## src/rtl/tref_pkg.sv

```systemverilog
package tref_pkg;
    typedef enum logic [1:0] {
        ST_FREE  = 2'd0,
        ST_ACQ   = 2'd1,
        ST_LOCK  = 2'd2,
        ST_HOLD  = 2'd3
    } tref_state_t;

    localparam logic [1:0] GATE_STRICT  = 2'd0;
    localparam logic [1:0] GATE_RELAXED = 2'd1;
    localparam logic [1:0] GATE_MEASURE = 2'd2;
endpackage

```

## src/rtl/tref_qual.sv

```systemverilog
module tref_qual #(
    parameter int N_REF = 4,
    parameter int CNT_W = 16
) (
    input  logic             clk,
    input  logic             rst_n,
    input  logic [N_REF-1:0] ok,
    input  logic [CNT_W-1:0] qual_cycles,
    output logic [N_REF-1:0] qualified
);
    for (genvar i = 0; i < N_REF; i++) begin : g_in
        logic [CNT_W-1:0] cnt_q;

        always_ff @(posedge clk) begin
            if (!rst_n || !ok[i]) begin
                cnt_q <= '0;
            end else if (cnt_q < qual_cycles) begin
                cnt_q <= cnt_q + 1'b1;
            end
        end

        assign qualified[i] = ok[i] && (cnt_q >= qual_cycles);

        // a nonzero qualification never grants eligibility on a fresh rise of health
        assert_qual_hold_R2: assert property (@(posedge clk) disable iff (!rst_n)
            ((qual_cycles != '0) && $rose(qualified[i])) |-> $past(ok[i]));
    end
endmodule

```

## src/rtl/tref_prio.sv

```systemverilog
module tref_prio #(
    parameter int N_REF = 4,
    parameter int IDX_W = 2
) (
    input  logic [N_REF-1:0] req,
    output logic             found,
    output logic [IDX_W-1:0] idx
);
    always_comb begin
        found = 1'b0;
        idx   = '0;
        for (int i = N_REF - 1; i >= 0; i--) begin
            if (req[i]) begin
                found = 1'b1;
                idx   = IDX_W'(i);
            end
        end
    end
endmodule

```

## src/rtl/tref_jump.sv

```systemverilog
module tref_jump #(
    parameter int TIME_W = 32,
    parameter int CNT_W  = 16
) (
    input  logic              clk,
    input  logic              rst_n,
    input  logic              clr,
    input  logic              sample_vld,
    input  logic [TIME_W-1:0] local_time,
    input  logic [TIME_W-1:0] ref_time,
    input  logic [CNT_W-1:0]  thresh,
    output logic              jump
);
    logic [TIME_W-1:0] diff_now;
    logic [TIME_W-1:0] diff_prev_q;
    logic [TIME_W-1:0] delta;
    logic [TIME_W-1:0] delta_abs;
    logic              have_prev_q;
    logic              jump_q;

    assign diff_now  = local_time - ref_time;
    assign delta     = diff_now - diff_prev_q;
    assign delta_abs = delta[TIME_W-1] ? (~delta + 1'b1) : delta;

    always_ff @(posedge clk) begin
        if (!rst_n) begin
            diff_prev_q <= '0;
            have_prev_q <= 1'b0;
            jump_q      <= 1'b0;
        end else begin
            jump_q <= 1'b0;
            if (clr) begin
                have_prev_q <= 1'b0;
            end else if (sample_vld) begin
                diff_prev_q <= diff_now;
                have_prev_q <= 1'b1;
                jump_q      <= have_prev_q && (delta_abs > TIME_W'(thresh));
            end
        end
    end

    assign jump = jump_q;

    // a jump strobe only ever follows a sample edge
    assert_jump_from_sample_R9: assert property (@(posedge clk) disable iff (!rst_n)
        jump_q |-> $past(sample_vld));
endmodule

```

## src/rtl/tref_sel.sv

```systemverilog
module tref_sel
    import tref_pkg::*;
#(
    parameter int N_REF  = 4,
    parameter int TIME_W = 32,
    parameter int CNT_W  = 16,
    localparam int IDX_W = (N_REF > 1) ? $clog2(N_REF) : 1
) (
    input  logic              clk,
    input  logic              rst_n,
    input  logic [N_REF-1:0]  ref_ok,
    input  logic              pll_lock,
    input  logic              ts_vld,
    input  logic [TIME_W-1:0] local_time,
    input  logic [TIME_W-1:0] ref_time,
    input  logic [CNT_W-1:0]  jump_thresh,
    input  logic [CNT_W-1:0]  qual_cycles,
    input  logic [CNT_W-1:0]  lockout_cycles,
    input  logic [CNT_W-1:0]  holdover_max,
    output logic [IDX_W-1:0]  ref_sel,
    output logic [1:0]        mode,
    output logic [1:0]        gate,
    output logic              alarm,
    output logic              ev_switch,
    output logic [IDX_W-1:0]  ev_from,
    output logic [IDX_W-1:0]  ev_to,
    output logic              ev_relock,
    output logic [CNT_W-1:0]  ev_relock_cyc,
    output logic              ev_lol,
    output logic [IDX_W-1:0]  ev_lol_ref,
    output logic              ev_ho_enter,
    output logic              ev_ho_exit,
    output logic [CNT_W-1:0]  ev_ho_cyc,
    output logic              ev_jump
);
    tref_state_t       state_q, nxt_state;
    logic [IDX_W-1:0]  ref_sel_q, sw_to;
    logic [CNT_W-1:0]  lockout_q, acq_cnt_q, ho_cnt_q;
    logic [N_REF-1:0]  qualified, sel_mask;
    logic              best_found, alt_found, jump;
    logic [IDX_W-1:0]  best_idx, alt_idx;
    logic              ok_sel, can_sw;
    logic              do_switch, do_relock, do_lol, do_ho_enter, do_ho_exit, do_reacq;

    tref_qual #(.N_REF(N_REF), .CNT_W(CNT_W)) u_qual (
        .clk(clk), .rst_n(rst_n), .ok(ref_ok),
        .qual_cycles(qual_cycles), .qualified(qualified)
    );

    assign sel_mask = {{(N_REF-1){1'b0}}, 1'b1} << ref_sel_q;

    tref_prio #(.N_REF(N_REF), .IDX_W(IDX_W)) u_best (
        .req(qualified), .found(best_found), .idx(best_idx)
    );

    tref_prio #(.N_REF(N_REF), .IDX_W(IDX_W)) u_alt (
        .req(qualified & ~sel_mask), .found(alt_found), .idx(alt_idx)
    );

    tref_jump #(.TIME_W(TIME_W), .CNT_W(CNT_W)) u_jump (
        .clk(clk), .rst_n(rst_n), .clr(do_switch), .sample_vld(ts_vld),
        .local_time(local_time), .ref_time(ref_time),
        .thresh(jump_thresh), .jump(jump)
    );

    assign ok_sel = |(ref_ok & sel_mask);
    assign can_sw = (lockout_q == '0);

    // next-state decision
    always_comb begin
        nxt_state   = state_q;
        sw_to       = ref_sel_q;
        do_switch   = 1'b0;
        do_relock   = 1'b0;
        do_lol      = 1'b0;
        do_ho_enter = 1'b0;
        do_ho_exit  = 1'b0;
        do_reacq    = 1'b0;
        unique case (state_q)
            ST_FREE: begin
                if (best_found && can_sw) begin
                    do_switch = 1'b1;
                    sw_to     = best_idx;
                    nxt_state = ST_ACQ;
                end
            end
            ST_ACQ: begin
                if (!ok_sel) begin
                    if (alt_found && can_sw) begin
                        do_switch = 1'b1;
                        sw_to     = alt_idx;
                    end else begin
                        nxt_state = ST_FREE;
                    end
                end else if (pll_lock) begin
                    do_relock = 1'b1;
                    nxt_state = ST_LOCK;
                end else if (best_found && (best_idx < ref_sel_q) && can_sw) begin
                    do_switch = 1'b1;
                    sw_to     = best_idx;
                end
            end
            ST_LOCK: begin
                if (!ok_sel || !pll_lock) begin
                    do_lol = 1'b1;
                    if (alt_found && can_sw) begin
                        do_switch = 1'b1;
                        sw_to     = alt_idx;
                        nxt_state = ST_ACQ;
                    end else begin
                        do_ho_enter = 1'b1;
                        nxt_state   = ST_HOLD;
                    end
                end else if (jump) begin
                    do_reacq  = 1'b1;
                    nxt_state = ST_ACQ;
                end else if (best_found && (best_idx < ref_sel_q) && can_sw) begin
                    do_switch = 1'b1;
                    sw_to     = best_idx;
                    nxt_state = ST_ACQ;
                end
            end
            ST_HOLD: begin
                if (best_found && can_sw) begin
                    do_switch  = 1'b1;
                    do_ho_exit = 1'b1;
                    sw_to      = best_idx;
                    nxt_state  = ST_ACQ;
                end else if (ho_cnt_q == holdover_max) begin
                    do_ho_exit = 1'b1;
                    nxt_state  = ST_FREE;
                end
            end
            default: nxt_state = ST_FREE;
        endcase
    end

    // state register, counters and event strobes
    always_ff @(posedge clk) begin
        if (!rst_n) begin
            state_q       <= ST_FREE;
            ref_sel_q     <= '0;
            lockout_q     <= '0;
            acq_cnt_q     <= '0;
            ho_cnt_q      <= '0;
            ev_switch     <= 1'b0;
            ev_from       <= '0;
            ev_to         <= '0;
            ev_relock     <= 1'b0;
            ev_relock_cyc <= '0;
            ev_lol        <= 1'b0;
            ev_lol_ref    <= '0;
            ev_ho_enter   <= 1'b0;
            ev_ho_exit    <= 1'b0;
            ev_ho_cyc     <= '0;
        end else begin
            state_q     <= nxt_state;
            ref_sel_q   <= sw_to;
            ev_switch   <= do_switch;
            ev_relock   <= do_relock;
            ev_lol      <= do_lol;
            ev_ho_enter <= do_ho_enter;
            ev_ho_exit  <= do_ho_exit;
            if (do_switch) begin
                ev_from   <= ref_sel_q;
                ev_to     <= sw_to;
                lockout_q <= lockout_cycles;
            end else if (lockout_q != '0) begin
                lockout_q <= lockout_q - 1'b1;
            end
            if (do_switch || do_reacq) begin
                acq_cnt_q <= '0;
            end else if (state_q == ST_ACQ && acq_cnt_q != '1) begin
                acq_cnt_q <= acq_cnt_q + 1'b1;
            end
            if (do_relock) ev_relock_cyc <= acq_cnt_q;
            if (do_lol)    ev_lol_ref    <= ref_sel_q;
            if (do_ho_exit) ev_ho_cyc    <= ho_cnt_q;
            if (do_ho_enter) begin
                ho_cnt_q <= '0;
            end else if (state_q == ST_HOLD && ho_cnt_q != '1) begin
                ho_cnt_q <= ho_cnt_q + 1'b1;
            end
        end
    end

    // outputs decoded from the state
    always_comb begin
        ref_sel = ref_sel_q;
        mode    = state_q;
        ev_jump = jump;
        unique case (state_q)
            ST_LOCK: begin gate = GATE_STRICT;  alarm = 1'b0; end
            ST_HOLD: begin gate = GATE_RELAXED; alarm = 1'b1; end
            ST_ACQ:  begin gate = GATE_MEASURE; alarm = 1'b0; end
            default: begin gate = GATE_MEASURE; alarm = 1'b1; end
        endcase
    end

    assert_switch_after_lockout_R3: assert property (@(posedge clk) disable iff (!rst_n)
        ev_switch |-> ($past(lockout_q) == '0));

    assert_relock_needs_lock_R4: assert property (@(posedge clk) disable iff (!rst_n)
        ev_relock |-> $past(pll_lock));

    assert_lol_names_ref_R5: assert property (@(posedge clk) disable iff (!rst_n)
        ev_lol |-> (ev_lol_ref == $past(ref_sel_q)));

    assert_ho_enter_R6: assert property (@(posedge clk) disable iff (!rst_n)
        ev_ho_enter |-> (ev_lol && state_q == ST_HOLD && !ev_switch));

    assert_ho_timeout_R8: assert property (@(posedge clk) disable iff (!rst_n)
        (state_q == ST_FREE && $past(state_q) == ST_HOLD) |-> ($past(ho_cnt_q) == $past(holdover_max)));

    assert_switch_fields_R12: assert property (@(posedge clk) disable iff (!rst_n)
        ev_switch |-> (ev_to == ref_sel_q && ev_from == $past(ref_sel_q)));
endmodule

```

## config.mk

```make
export PLATFORM = sky130hd
export DESIGN_NAME = tref_sel
export DESIGN_NICKNAME = d
export VERILOG_FILES = /design/src/rtl/tref_pkg.sv /design/src/rtl/tref_qual.sv /design/src/rtl/tref_prio.sv /design/src/rtl/tref_jump.sv /design/src/rtl/tref_sel.sv
export SDC_FILE = /design/constraint.sdc
export NUM_CORES = 1
export LEC_CHECK = 0
export ABC_AREA = 1
export BUFFER_PORTS_ARGS = -buffer_cell sky130_fd_sc_hd__buf_4
export CAP_MARGIN = 0
export CORE_MARGIN = 3
export CORE_UTILIZATION = 55
export CTS_CLUSTER_SIZE = 28
export DETAILED_ROUTE_END_ITERATION = 12
export PLACE_DENSITY_LB_ADDON = 0.1
export SYNTH_ARGS = -nofsm -noshare
export SYNTH_HDL_FRONTEND = slang
export SYNTH_SLANG_ARGS = --single-unit
```

## constraint.sdc

```tcl
create_clock -name clk -period 6.1 [get_ports clk]
set_clock_uncertainty 0.1 [all_clocks]
set_input_delay 0.61 -clock clk [delete_from_list [all_inputs] [get_ports clk]]
set_output_delay 0.61 -clock clk [all_outputs]
set_load 0.01 [all_outputs]
```

==> results.toml <==
[synth]
ys_warn_count = 0
synth-async-reset-ratio = 0
ys_seq_elements = 193
synth_area_leaders = "dfxtp_1 (24%), nand2_1 (14%), ha_1 (12%)"
synth_largest_area_cell = "dfxtp_1"
synth_area_mm2 = 0.0163
synthCells = 2600
yosysSeqAreaShare = 0.237
syn-num-nets = 2894
yosysTopAreaCellShare = 0.237
synth_ff_type = "dfxtp_1"
synth_cell_types = 63
syn_area_per_cell_um2 = 6.26
synth_edf_count = 0

[setup_path]
cpMaxStageDelayCell = "fa_2"
cp-start-kind = "input port"
slowest_delay_ps = 390
end_kind = "flip-flop"
arrival_ps = 5970
crit_type = "in2reg"
cp_common_cell = "nand3_1"
worst-path-max-fanout = 4
cp.required_ps = 6360

[placement]
port_buffers = 186
gp_congestion = 0.927
dp_cells = 3230
dp_slack_ps = -284
hpwl_um = 36900

[clock_network]
clkSinkCount = 193
clockBufferDepth = 2
clk_latency_ps = 470
clk_pin_slew_ps = 80
numCtsBuffers = 17
htree_levels = 4
cts_root_buf = "clkbuf_16"
cts_tree = "built"

[pwr]
peakVddDrop_v = 0.000253
finalPower_mw = 5.94
leakage_nw = 9.61
power_density_mw_per_mm2 = 305

[global_route]
grt_max_degree = 65
grt_pass1_vias = 16400
grt-ovfl-total = 0
antenna_found_initial = 0
grt_pass1_wl_um = 75600
gr-usage-all-layers = 0.288

[timing]
hold_viol_final = 0
fin_setup_tns_ps = 0
slew_viol_final = 0
fin_crit_ps = 5700
layout_setup_ws_ps = 398
fmax_mhz = 175
fin_crit_sh = 0.935
relSlewSlack = 0.468
worst_slew_pin_slew_ps = 797
finalSetupViolCount = 0

[floorplanning]
core_mm2 = 0.0289
die_y_um = 178
die_w_um = 178
placementRows = 62
initial_utilization = 0.563
ioPinCount = 187
fp.dieArea_mm2 = 0.0317

[drt]
firstDrtPassIters = 5
routed_wirelength_um = 46600
first_iter_violations = 1033
via_count = 17400
detail-route-antenna-nets = 0
drc = 0
routedWlPerCell_um = 14.3
vias_per_cell = 5.32

[finish]
drive_above_1_share = 0.145
num_antenna_cells = 0
nets = 3164
synthToLayoutAreaGrowth_pct = 19.5
fin_cells = 3267
fin_util = 0.673

[worst_hold_path]
hold_class = "in2reg"

[run_status]
status = "finished, final reports clean"

[run]
max-cap-violations = 0
## worst max-delay path: cells and delay by family
| kind | cells | cell delay [ps] |
|---|---|---|
| buffers and inverters | 9 | 850 |
| xor gates and xnor gates | 2 | 430 |
| adders and majority gates | 4 | 1190 |
| AOI/OAI and AO/OA | 8 | 1130 |
| and+or+nand+nor | 20 | 1710 |
## metrics by stage
stage / area (um^2) / hold WS [ps]
6_report: 19500 / 260
2_1_floorplan: 16300 / 330
3_3_place_gp: 18700 / 346
5_1_grt: 19500 / 258
4_1_cts: 19300 / 251
3_5_place_dp: 18700 / 344
## repair_timing
| action | CTS | global route |
|---|---|---|
| hold buffers | 0 | 0 |
| endpoints found under the hold margin | 0 | 0 |
| setup endpoints to repair | 0 | 1 |
| buffers inserted | 0 | 5 |
| gates resized for setup | 0 | 39 |
## cell type report
class	instances	area, um^2
Sequential cell	193	3860
Clock inverter	14	153
Timing Repair Buffer	286	2150
Tap cell	384	480
Fill cell	2667	9470
Clock buffer	18	429
Multi-Input combinational cell	1935	10700
Inverter	437	1640
## metal layers
metal | share of wire | track usage | routed length [um] | vias up
met4 | 0.031 | 0.105 | 1430 | 0
met5 | 0 | 0 | 0 | -
li1 | - | - | - | 8934
met3 | 0.050 | 0.0364 | 2310 | 89
met2 | 0.49 | 0.521 | 22700 | 447
met1 | 0.43 | 0.349 | 20100 | 7906
## kinds of logic after synthesis
group,count (synthesis),share of synthesized area
AO/OA/AOI/OAI,381,0.128
XOR/XNOR,89,0.0483
adder cells (fa/ha/maj),158,0.122
buffers and inverters,472,0.112
flip-flops,193,0.237
multiplexers,1,0.000615
AND/OR/NAND/NOR,1306,0.351
## sequential cells by signal, summed over array words and instances, names as in the netlist
| register | flops |
|---|---|
| ev_ho_exit | 1 |
| mode | 2 |
| ev_from | 2 |
| ev_relock_cyc | 16 |
| ev_lol_ref | 2 |
| u_jump.have_prev_q | 1 |
| ev_relock | 1 |
| ev_ho_cyc | 16 |
| ev_switch | 1 |
| ev_to | 2 |
| lockout_q | 16 |
| acq_cnt_q | 16 |
| ho_cnt_q | 16 |
| u_jump.jump | 1 |
| ref_sel | 2 |
| u_qual.g_in.cnt_q | 64 |
| ev_lol | 1 |
| u_jump.diff_prev_q | 32 |
| ev_ho_enter | 1 |
## cell usage after synthesis, types with 18 or more instances
library cell and number:
dfxtp_1 193, nand3_1 168, ha_1 156, xnor2_1 19, inv_1 426, nand2_1 628, nor2_2 18, nand4_1 50
nor3_1 68, xor2_1 69, a21oi_1 194, nor2_1 299, o21ai_0 125
## cell usage in the layout (no fill, tap or decap), types with 10 or more instances in the layout
cell	synthesis	layout
inv_1	426	426
nor4_1	15	14
nor3_1	68	66
inv_2	10	10
nand2_1	628	623
ha_1	156	153
o21ai_0	125	120
buf_4	8	285
nand3_1	168	166
nand2_2	10	14
nor3b_1	15	15
xor2_1	69	69
nand4_1	50	50
clkbuf_16	0	17
a21oi_1	194	188
dfxtp_1	193	193
nor2_1	299	297
xnor2_1	19	18
nor2_2	18	20
## where the power goes
group	switching, mW	internal [mW]
registers	0.0790	1.34
logic	2.06	1.30
clock network	0.585	0.579
total	2.72	3.22
## final timing paths
check / from / endpoint / slack (ps) / cells past startpoint
min: lockout_cycles[11] / lockout_q[11] / 260 / 3
max: local_time[0] / u_jump.jump / 400 / 43
max reg2reg: u_jump.diff_prev_q[0] / u_jump.jump / 1670 / 27
min reg2reg: ev_to[1] / ev_to[1] / 360 / 2
(Power assumes the default switching activity.)
